$ cat src/rtl/rfe_restore_pkg.sv
package rfe_restore_pkg;
  localparam int WordW   = 32;
  localparam int PopSh   = 10;
  localparam int FieldW  = 28;
  localparam int BitP    = 7;
  localparam int BitU    = 8;
  localparam int BitR    = 9;

  typedef struct packed {
    logic doRfe;
    logic doStatusWr;
    logic doSpWr;
  } rfeCtrl_t;
endpackage

$ cat src/rtl/rfe_restore_ctrl.sv
module rfe_restore_ctrl
  import rfe_restore_pkg::*;
(
  input  logic     clk,
  input  logic     rstN,
  input  logic     rfeStb,
  input  logic     statusWrEn,
  input  logic     spWrEn,
  output rfeCtrl_t ctrl,
  output logic     done
);
  // Return has priority; plain writes are dropped while it runs.
  always_comb begin
    ctrl.doRfe      = rfeStb;
    ctrl.doStatusWr = statusWrEn && !rfeStb;
    ctrl.doSpWr     = spWrEn && !rfeStb;
  end

  always_ff @(posedge clk) begin
    if (!rstN) done <= 1'b0;
    else       done <= rfeStb;
  end
endmodule

$ cat src/rtl/rfe_restore_dp.sv
module rfe_restore_dp
  import rfe_restore_pkg::*;
#(
  parameter int W = WordW
) (
  input  logic         clk,
  input  logic         rstN,
  input  rfeCtrl_t     ctrl,
  input  logic [W-1:0] statusWrData,
  input  logic [W-1:0] spWrData,
  input  logic [W-1:0] userSp,
  output logic [W-1:0] statusQ,
  output logic [W-1:0] spQ,
  output logic [W-1:0] kspQ,
  output logic [W-1:0] savedSpQ,
  output logic         swapQ
);
  localparam int KeepW = W - FieldW - 2;

  logic [W-1:0]      popped;
  logic [W-1:0]      nextStatus;
  logic [FieldW-1:0] lowField;

  always_comb begin
    lowField   = statusQ[FieldW-1:0] >> PopSh;
    popped     = '0;
    popped[W-1:W-KeepW]   = statusQ[W-1:W-KeepW];
    popped[FieldW-1:0]    = lowField;
    nextStatus = popped;
    if (!popped[BitR]) nextStatus[BitP] = 1'b1;
  end

  always_ff @(posedge clk) begin
    if (!rstN) begin
      statusQ  <= '0;
      spQ      <= '0;
      kspQ     <= '0;
      savedSpQ <= '0;
      swapQ    <= 1'b0;
    end else begin
      swapQ <= 1'b0;
      if (ctrl.doRfe) begin
        statusQ <= nextStatus;
        if (popped[BitU]) begin
          kspQ     <= spQ;
          savedSpQ <= spQ;
          spQ      <= userSp;
          swapQ    <= 1'b1;
        end
      end else begin
        if (ctrl.doStatusWr) statusQ <= statusWrData;
        if (ctrl.doSpWr)     spQ     <= spWrData;
      end
    end
  end
endmodule

$ cat src/rtl/rfe_restore_top.sv
module rfe_restore_top
  import rfe_restore_pkg::*;
(
  input  logic        clk,
  input  logic        rstN,
  input  logic        rfeStb,
  input  logic        statusWrEn,
  input  logic [31:0] statusWrData,
  input  logic        spWrEn,
  input  logic [31:0] spWrData,
  input  logic [31:0] userSp,
  output logic [31:0] status,
  output logic [31:0] sp,
  output logic [31:0] kernelSp,
  output logic        swapReq,
  output logic [31:0] savedSp,
  output logic        done
);
  rfeCtrl_t ctrl;

  rfe_restore_ctrl ctrl_i (
    .clk(clk), .rstN(rstN), .rfeStb(rfeStb),
    .statusWrEn(statusWrEn), .spWrEn(spWrEn),
    .ctrl(ctrl), .done(done)
  );

  rfe_restore_dp #(.W(WordW)) dp_i (
    .clk(clk), .rstN(rstN), .ctrl(ctrl),
    .statusWrData(statusWrData), .spWrData(spWrData), .userSp(userSp),
    .statusQ(status), .spQ(sp), .kspQ(kernelSp),
    .savedSpQ(savedSp), .swapQ(swapReq)
  );
endmodule

$ cat config.mk
export PLATFORM = sky130hd
export DESIGN_NAME = rfe_restore_top
export DESIGN_NICKNAME = d
export VERILOG_FILES = /design/src/rtl/rfe_restore_pkg.sv /design/src/rtl/rfe_restore_ctrl.sv /design/src/rtl/rfe_restore_dp.sv /design/src/rtl/rfe_restore_top.sv
export SDC_FILE = /design/constraint.sdc
export NUM_CORES = 1
export LEC_CHECK = 0
export BUFFER_PORTS_ARGS = -buffer_cell sky130_fd_sc_hd__buf_4
export CAP_MARGIN = 20
export CORE_MARGIN = 2
export CORE_UTILIZATION = 45
export DETAILED_ROUTE_END_ITERATION = 8
export PLACE_DENSITY = 0.8
export SLEW_MARGIN = 10
export SYNTH_ARGS = -nofsm -noshare
export SYNTH_HDL_FRONTEND = slang
export SYNTH_SLANG_ARGS = --single-unit
$ cat constraint.sdc
create_clock -name clk -period 1.5 [get_ports clk]
set_input_delay 0.15 -clock clk [delete_from_list [all_inputs] [get_ports clk]]
set_output_delay 0.15 -clock clk [all_outputs]
set_load 0.02 [all_outputs]
Word level (Yosys, flattened, before mapping). Index checks and enable logic that the tools add are counted.

Bits in registers: 98.

Equality and inequality tests: 1. Muxes and demuxes: 7. Bitwise logic cells: 2. Reduce and logical (&&, ||, !) cells: 10.

Operators with widths (number): $mux W32 (3); $mux W18 (2); $reduce_and A2 Y1 (4); $reduce_bool A2 Y1 (2); $logic_and A1 B1 Y1 (2); $mux W1 (2); $ne A2 B1 Y1 const B (1); $not A1 Y1 (2); $reduce_or A2 Y1 (1); $logic_not A1 Y1 (1).

Depth between registers and ports, before layout. Gate-level depths: netlist of run 1.

Depth after elaboration: 4. Gate-level depth with buffers: 6.

Hierarchy. Synthesis of run 1 repeated with hierarchy kept, for this count alone.

Cell total of the unflattened synthesis: 466. Area total of the unflattened synthesis: 4379.2 sq um.

By module, submodules not included: rfe_restore_dp (instances 1, cells an instance 461, area each 4332.9 sq um); rfe_restore_ctrl (instances 1, cells an instance 5, area each 46.3 sq um).

Least setup slack after synthesis of run 1. No wires, ideal clock.

Path type: register to register. From: register dp_i.statusQ[18]. To: register dp_i.spQ[0]. Data arrival time: 1.119 ns. Setup slack: 0.265 ns. Stages on the path, launching flop included: 5. Clock period less this slack: 1.235 ns. Cells stage by stage: dfxtp_1 > mux2_4 > buf_6 > buf_6 > o211a_1.

Cells in the longest elaborated chain, start to end: 2.

RTL lines: start: declaration (line rfe_restore_dp.sv:12) `output logic [W-1:0] statusQ,`; start signal: assignment (line rfe_restore_dp.sv:43) `statusQ <= nextStatus;`; start signal: assignment (line rfe_restore_dp.sv:51) `if (ctrl.doStatusWr) statusQ <= statusWrData;`; $ne A2 B1 Y1 (no source line); $reduce_and A2 Y1 (no source line); end signal: assignment (line rfe_restore_dp.sv:47) `spQ <= userSp;`; end signal: assignment (line rfe_restore_dp.sv:52) `if (ctrl.doSpWr) spQ <= spWrData;`; end: declaration (line rfe_restore_dp.sv:13) `output logic [W-1:0] spQ,`.

No other way between the ends. A chain may end at the register's enable or synchronous reset.

Worst setup path in the final report of run 1.
From: register dp_i.statusQ[18]. To: register dp_i.spQ[21].

The elaborated chain is that of the path after synthesis.

==> metrics.md, run 1 <==
| Metric | Value |
|---|---|
| Worst slew pin tran | about 0.47 ns |
| Clk slew on worst S/H paths | 0.10 ns |
| Yosys reg bits | 98 |
| Tot GR Track Use | 21.9% |
| Post-Route Setup TNS | 0 ns |
| Crit path to | dp_i.spQ[21]$_SDFFE_PN0P_ |
| Worst-path cell chain | mux2_8, nand2_1, o211a_1 |
| Critical Path Fanout Max | 64 |
| N_diodes | 0 |
| Critical Path Start Type | flip-flop |
| Vias | slightly below 4000 |
| RSZ-0062 raised after global routing | false |
| Finished Cell Area | just over 6000 um^2 |
| Pwr dens | about 900 nW/um^2 |
| Reg2Reg Capture Point | dp_i.spQ[21]$_SDFFE_PN0P_ |
| Outcome | complete, no violations |
| I/O pin cnt | between 200 and 250 |
| Critical path depth | 3 |
| Post-DP Area | around 6000 um^2 |
| Initial antenna violation count | 0 |
| Post-route DRC | 0 |
| Critical path buffers and inverters | 0 |
| # placed instances | ~770 |
| Starting density of the core | between 40% and 50% |
| Chip Height | roughly 100 um |
| Die Wd | between 100 and 150 um |
| R2R cell count | 3 |
| Ys Warns | 0 |
| Min-delay worst type | in -> reg |
| Final worst-path cycle share | between 80% and 90% |
| Sequential area share after synthesis | 45.0% |
| Synthesized area | ~4400 um^2 |
| NumNets Final | about 750 |
| Number of global-route vias before repair | roughly 3800 |
| Largest net degree at the start of global routing | 65 |
| Cells after Synth | ~460 |
| CP startpoint | dp_i.statusQ[18]$_SDFFE_PP0P_ |
| Core area | between 9000 and 10000 um^2 |
| Max Slew Vio Count | 0 |
| IO Port Bufs | 230 |
| Vias per cell | 4.98 |
| Hold depth | 3 |
| Gpl congestion | approximately 0.81 |
| Crit path DAT | roughly 1.5 ns |
| Crit. End Element | flip-flop |
| Share of layout cells above drive strength 1 | between 30% and 40% |
| Die area | around 10000 um^2 |
| CP top delay family | flip-flops |
| Depth of the CTS H-tree | 3 |
| DR pass1 iterations | 4 |
| Final setup violation count | 0 |
| Worst skew pair latency | around 0.36 ns |
| Finished Layout Cells | 781 |
| Avg Cell Area, Syn | ~9.4 um^2 |
| CTS tree | built |
| Synthesized Nets | around 560 |
| Initial DRC Count | 74 |
| Clock Sinks | between 90 and 100 |
| Fmax | around 800 MHz |
| Crit Path Category | reg -> reg |
| WL final | ~12000 um |
| Post-synthesis to final-layout area growth | 40.7% |
| R2R setup slack | roughly 0.25 ns |
| Worst path slowest cell | dfxtp_1 |
| Clock root cell | clkbuf_8 |
| Num CTS Buffers | 9 |
| ANT nets after route | 0 |
| Clk buf depth | 2 |
| First-pass GRT wire length | approximately 18000 um |
| Final hold vios | 0 |
| Number of core rows | 35 |
| Overall Power | ~5.5 mW |
| Reg2reg start | dp_i.statusQ[18]$_SDFFE_PP0P_ |
| Library cells used by synthesis | 21 |
| Wire per inst | approximately 15 um |
| Final min period | between 1 and 1.5 ns |
| Worst path max stage delay | approximately 0.43 ns |
| Grt ovf | 0 |
| Max_cap viols | 0 |
| Critical Path RT | approximately 1.8 ns |
| Slew HR | 68.3% |
| Leak | around 3.2 nW |
| Worst vdd ir | ~530 uV |
| DPL Wire Length | approximately 9000 um |
| Worst Clk Skew | approximately 0.012 ns |
| Worst hold slack | around 0.016 ns |
-- layer usage --
| layer | part of all wire (%) | up-vias | track usage, % |
|---|---|---|---|
| met5 | 0 | - | 0 |
| met4 | 2.0 | 0 | 9.13 |
| met3 | 8.0 | 19 | 4.92 |
| met2 | 51 | 165 | 40.5 |
| met1 | 39 | 1821 | 24.1 |
| li1 | - | 1887 | - |
-- tightest hold or removal path, delay by kind of cell --
kind	cells	cell delay, ns
buffers and inverters	1	0.08
AND/OR/NAND/NOR	1	0.07
multiplexers	1	0.05
-- where the power goes --
group	switching, mW	internal (mW)
clock	0.920	0.827
sequential	0.0880	2.71
combinational	0.460	0.506
total	1.47	4.05
-- through the flow --
stage / setup WS, ns / util, %
detailed placement: 0.0476 / 63.5
global placement: 0.174 / 63.5
global route: 0.132 / 65.8
CTS: 0.0461 / 65.7
finish: 0.245 / 65.8
floorplan: 0.265 / -
-- synthesized netlist by cell type --
master | count | area (um^2)
a21boi_0 | 26 | 195
a21boi_1 | 6 | 45.0
and2_0 | 1 | 6.26
and2_1 | 18 | 113
and3_1 | 1 | 6.26
buf_1 | 3 | 11.3
buf_2 | 8 | 40.0
buf_4 | 36 | 270
buf_6 | 8 | 90.1
clkbuf_1 | 13 | 48.8
dfxtp_1 | 98 | 1960
mux2_2 | 1 | 11.3
mux2_4 | 1 | 15.0
mux2i_1 | 63 | 631
nand2_1 | 113 | 424
nand2b_1 | 1 | 6.26
nand3b_1 | 1 | 7.51
nor2_1 | 12 | 45.0
nor2b_1 | 3 | 18.8
o211a_1 | 33 | 330
o21ai_0 | 17 | 85.1
-- area by class of cell --
type                            instances  area (um^2)
Sequential cell                        98         1960
Tap cell                              129          161
Timing Repair Buffer                  241         1860
Fill cell                             775         3190
Clock buffer                           11          141
Multi-Input combinational cell        297         1950
Clock inverter                          5         62.6
-- cells in the final DEF (no fill, tap or decap), types with 2 or more instances in the layout --
master / Yosys / layout
dfxtp_1: 98 / 98
nand2_1: 113 / 113
o211a_1: 33 / 33
buf_12: 0 / 4
mux2i_1: 63 / 63
nor2_1: 12 / 12
nor2b_1: 3 / 3
clkbuf_8: 0 / 10
buf_4: 36 / 237
a21boi_0: 26 / 26
o21ai_0: 17 / 17
a21boi_1: 6 / 6
and2_1: 18 / 19
clkinvlp_4: 0 / 2
-- state kept, by name, summed over array words and instances, names as in the netlist --
register      flops
ctrl_i.done       1
dp_i.kspQ        32
dp_i.spQ         32
dp_i.swapQ        1
dp_i.statusQ     32
-- worst min-delay path by stage --
stage,from,to,slack (ns)
finish,statusWrData[22],dp_i.statusQ[22]$_SDFFE_PP0P_,0.02
CTS,statusWrData[22],dp_i.statusQ[22]$_SDFFE_PP0P_,0.005
global placement,statusWrData[24],dp_i.statusQ[24]$_SDFFE_PP0P_,0.38
detailed placement,statusWrData[22],dp_i.statusQ[22]$_SDFFE_PP0P_,0.39
global route,statusWrData[22],dp_i.statusQ[22]$_SDFFE_PP0P_,0.01
floorplan,statusWrData[18],dp_i.statusQ[18]$_SDFFE_PP0P_,0.30
-- repair_timing --
| action | in CTS | in global routing |
|---|---|---|
| resized for setup | 0 | 1 |
| buffers inserted | 0 | 0 |
| hold buffers | 0 | 0 |
| setup endpoints to repair | 0 | 24 |
-- cell families after synthesis --
kind of cell	synth area share [%]
AND/OR/NAND/NOR	14.4
flip-flops	45.0
AO/OA/AOI/OAI	15.0
buffers and inverters	10.6
multiplexers	15.1
(Power assumes the default switching activity.)
==> run 2, diff against run 1 <==
--- a/config.mk
+++ b/config.mk
@@ -5,12 +5,13 @@
 export SDC_FILE = /design/constraint.sdc
 export NUM_CORES = 1
 export LEC_CHECK = 0
+export ABC_AREA = 1
 export BUFFER_PORTS_ARGS = -buffer_cell sky130_fd_sc_hd__buf_4
 export CAP_MARGIN = 20
 export CORE_MARGIN = 2
-export CORE_UTILIZATION = 45
+export CORE_UTILIZATION = 41
 export DETAILED_ROUTE_END_ITERATION = 8
-export PLACE_DENSITY = 0.8
+export PLACE_DENSITY = 0.76
 export SLEW_MARGIN = 10
 export SYNTH_ARGS = -nofsm -noshare
 export SYNTH_HDL_FRONTEND = slang
==> constraint.sdc (replaced) <==
create_clock -name clk -period 1 [get_ports clk]
set_input_delay 0.1 -clock clk [delete_from_list [all_inputs] [get_ports clk]]
set_output_delay 0.1 -clock clk [all_outputs]
set_load 0.02 [all_outputs]
==> metrics.md, run 2 <==
| Metric | Value |
|---|---|
| Top-count cell post-synth | nand2_1 |
| Synth area leaders | dfxtp_1, nand2_1, nor2_1 |
| Worst Clk Skew | ~0.0097 ns |
| Gate power share | around 25% |
| DR pass1 iterations | 4 |
| Clk slew on worst S/H paths | 0.10 ns |
| Adder-Cell Fraction of Synth Area | 0% |
| Die Wd | 110 um |
| Die area | approximately 12000 um^2 |
| Post-route DRC | 0 |
| Max_cap viols | 0 |
| Post-synth EDFFs | 0 |
| Most frequent cells in the layout | buf_4, nand2_1, nor2_1, dfxtp_2, inv_1 |
| Worst hold slack | between 0.03 and 0.04 ns |
| Worst vdd ir | 854 uV |
| Fmax | just over 900 MHz |
| Biggest area consumer among synthesized cells | dfxtp_1 |
| First-pass GRT wire length | around 22000 um |
| Post-Route Utilization | 68.1% |
| Simple-gate share of the synthesized area | approximately 36% |
| Crit Path Category | reg -> reg |
| Vias per cell | 4.74 |
| I/O pin cnt | 231 |
| Initial DRC Count | 236 |
| Sequential area share after synthesis | between 40% and 50% |
| Asr flop ratio synth | 0% |
| Final min period | 1.08 ns |
| Final worst-path cycle share | 108% |
| Critical Path Fanout Max | 10 |
| Number of global-route vias before repair | about 4400 |
| Synthesized Nets | 794 |
| Outcome | finished, violations left |
| Avg Cell Area, Syn | roughly 6.6 um^2 |
| Clock root cell | clkbuf_8 |
| RSZ-0062 raised after global routing | true |
| Library cells used by synthesis | 15 |
| Final hold vios | 0 |
| ANT nets after route | 0 |
| Overall Power | approximately 9.4 mW |
| N_diodes | 0 |
| CTS tree | built |
| NumNets Final | 1020 |
| Synth Area in XOR/XNOR | 0% |
| WL final | approximately 15000 um |
| Post-synthesis to final-layout area growth | 61.7% |
| Clock Sinks | slightly below 100 |
| Leak | 3.91 nW |
| Number of core rows | 38 |
| Ys Warns | 0 |
| Failing checks | setup timing |
| Seq pwr share | between 40% and 50% |
| Finished Layout Cells | about 1100 |
| Switching power total | 2.90 mW |
| Largest family of logic cells by synthesized area | simple AND/OR/NAND/NOR gates |
| Starting density of the core | a little over two fifths |
| Clk buf depth | 2 |
| Min-delay worst type | in -> reg |
| Pwr dens | approximately 1300 nW/um^2 |
| Post-synth top flop | dfxtp_1 |
| Core area | 10800 um^2 |
| Critical Path RT | around 1.3 ns |
| Chip Height | ~110 um |
| Tot GR Track Use | a little under a quarter |
| Fill count | between 900 and 1000 |
| Top flop regs | dp_i.kspQ (32), dp_i.spQ (32), dp_i.statusQ (32) |
| Pre-CTS WS | -0.338 ns |
| Slew HR | approximately 73% |
| Initial antenna violation count | 0 |
| Yosys reg bits | 98 |
| Worst slew pin tran | approximately 0.41 ns |
| Gpl congestion | roughly 0.84 |
| Num CTS Buffers | 9 |
| Int Pwr | between 6 and 7 mW |
| Synthesized area | ~4600 um^2 |
| DPL Wire Length | 9750 um |
| Depth of the CTS H-tree | 3 |
| Commonest non-fill, non-tap cell in the layout | buf_4 |
| Critical Path Start Type | flip-flop |
| Clock Power Share | roughly 29% |
| Share of layout cells above drive strength 1 | between 40% and 50% |
| Vias | about 5000 |
| IO Port Bufs | between 200 and 250 |
| Synth Area in Compound Gates | 5.15% |
| Top cell type's share of synthesized area | about 43% |
| Crit path DAT | ~1.3 ns |
| # placed instances | a little over 1000 |
| Final setup violation count | 62 |
| Crit. End Element | flip-flop |
| Switching share of power | between 30% and 40% |
| Worst setup margin | -0.0809 ns |
| Max Slew Vio Count | 0 |
| Cells after Synth | about 700 |
| Largest net degree at the start of global routing | 31 |
| Grt ovf | 0 |
| Mux share of post-synthesis cell area | 0% |
| Worst skew pair latency | about 0.36 ns |
| Most frequent cells after synthesis | nand2_1, nor2_1, dfxtp_1, nand3_1, inv_1 |
| Wire per inst | between 10 and 15 um |
## run 2: cell types whose count changed after synthesis, sizes merged, moves of 2 or more
cell    before  now
mux2i       63    0
buf         55   64
inv          0   60
o21ai       17   46
nor2b        3    0
o211a       33    0
nor2        12  161
and2        19    0
nand2      113  186
clkbuf      13   10
nand3        0   67
mux2         2    0
a21boi      32    0
## run 2: layout make-up
type	count	area [um^2]	area share [%]
clock buffer	9	124	1.68
clock inverter	7	82.6	1.12
multi-input combinational	462	2090	28.3
tap	140	175	2.37
sequential	98	2100	28.5
inverter	60	233	3.15
timing repair buffer	288	2570	34.9
## run 2: layer usage
metal	wire (um)	share of wire, %	track usage, %
met5	0	0	0
met3	908	6.0	3.85
met2	7710	51	40.7
met1	6060	40	28.4
met4	369	2.5	8.14
## run 2: metrics by stage
| step | TNS [ns] | cell area (um^2) |
|---|---|---|
| after global routing | -6.08 | 7390 |
| after CTS | -2.22 | 6840 |
| final | -2.83 | 7390 |
| after global placement | -15.33 | 6250 |
| after detailed placement | -16.74 | 6250 |
| after floorplan | -0.0927 | 4570 |
## run 2: kinds of logic after synthesis
logic type             count (synthesis)
buffers and inverters                134
AOI/OAI and AO/OA                     47
and+or+nand+nor                      414
DFF                                   98
## run 2: final timing paths
check	startpoint	to	slack, ns	cells past startpoint
worst max-delay path	dp_i.statusQ[18]$_SDFFE_PP0P_	dp_i.kspQ[1]$_SDFFE_PN0P_	-0.08	5
worst min-delay path	statusWrData[29]	dp_i.statusQ[29]$_SDFFE_PP0P_	0.03	3
worst max register to register	dp_i.statusQ[18]$_SDFFE_PP0P_	dp_i.kspQ[1]$_SDFFE_PN0P_	-0.08	5
worst min register to register	dp_i.statusQ[31]$_SDFFE_PN0P_	dp_i.statusQ[31]$_SDFFE_PN0P_	0.49	2
## run 2: critical path: stages, from the launching register on
cell	delay [ns]
dfxtp_4	0.40
nand2_8	0.08
buf_12	0.15
clkbuf_16	0.17
o21ai_2	0.12
nor2_1	0.06
## run 2: timing repair
item                                   4_1_cts  5_1_grt
endpoints found under the hold margin       13        0
cloned                                       3        4
setup endpoints to repair                  136      149
resized for setup                           95      130
buffers inserted                             7        9
pin swaps                                    2       21
hold buffers                                13        0
## run 2: power groups by stage
| stage | logic, mW | registers (mW) | clock network, mW |
|---|---|---|---|
| 2_1_floorplan | 0.861 | 4.61 | 0 |
| 3_3_place_gp | 1.97 | 4.37 | 0 |
| 3_5_place_dp | 1.99 | 4.38 | 0 |
| 4_1_cts | 2.12 | 4.31 | 2.78 |
| 5_1_grt | 2.51 | 4.36 | 2.93 |
| 6_report | 2.31 | 4.33 | 2.73 |
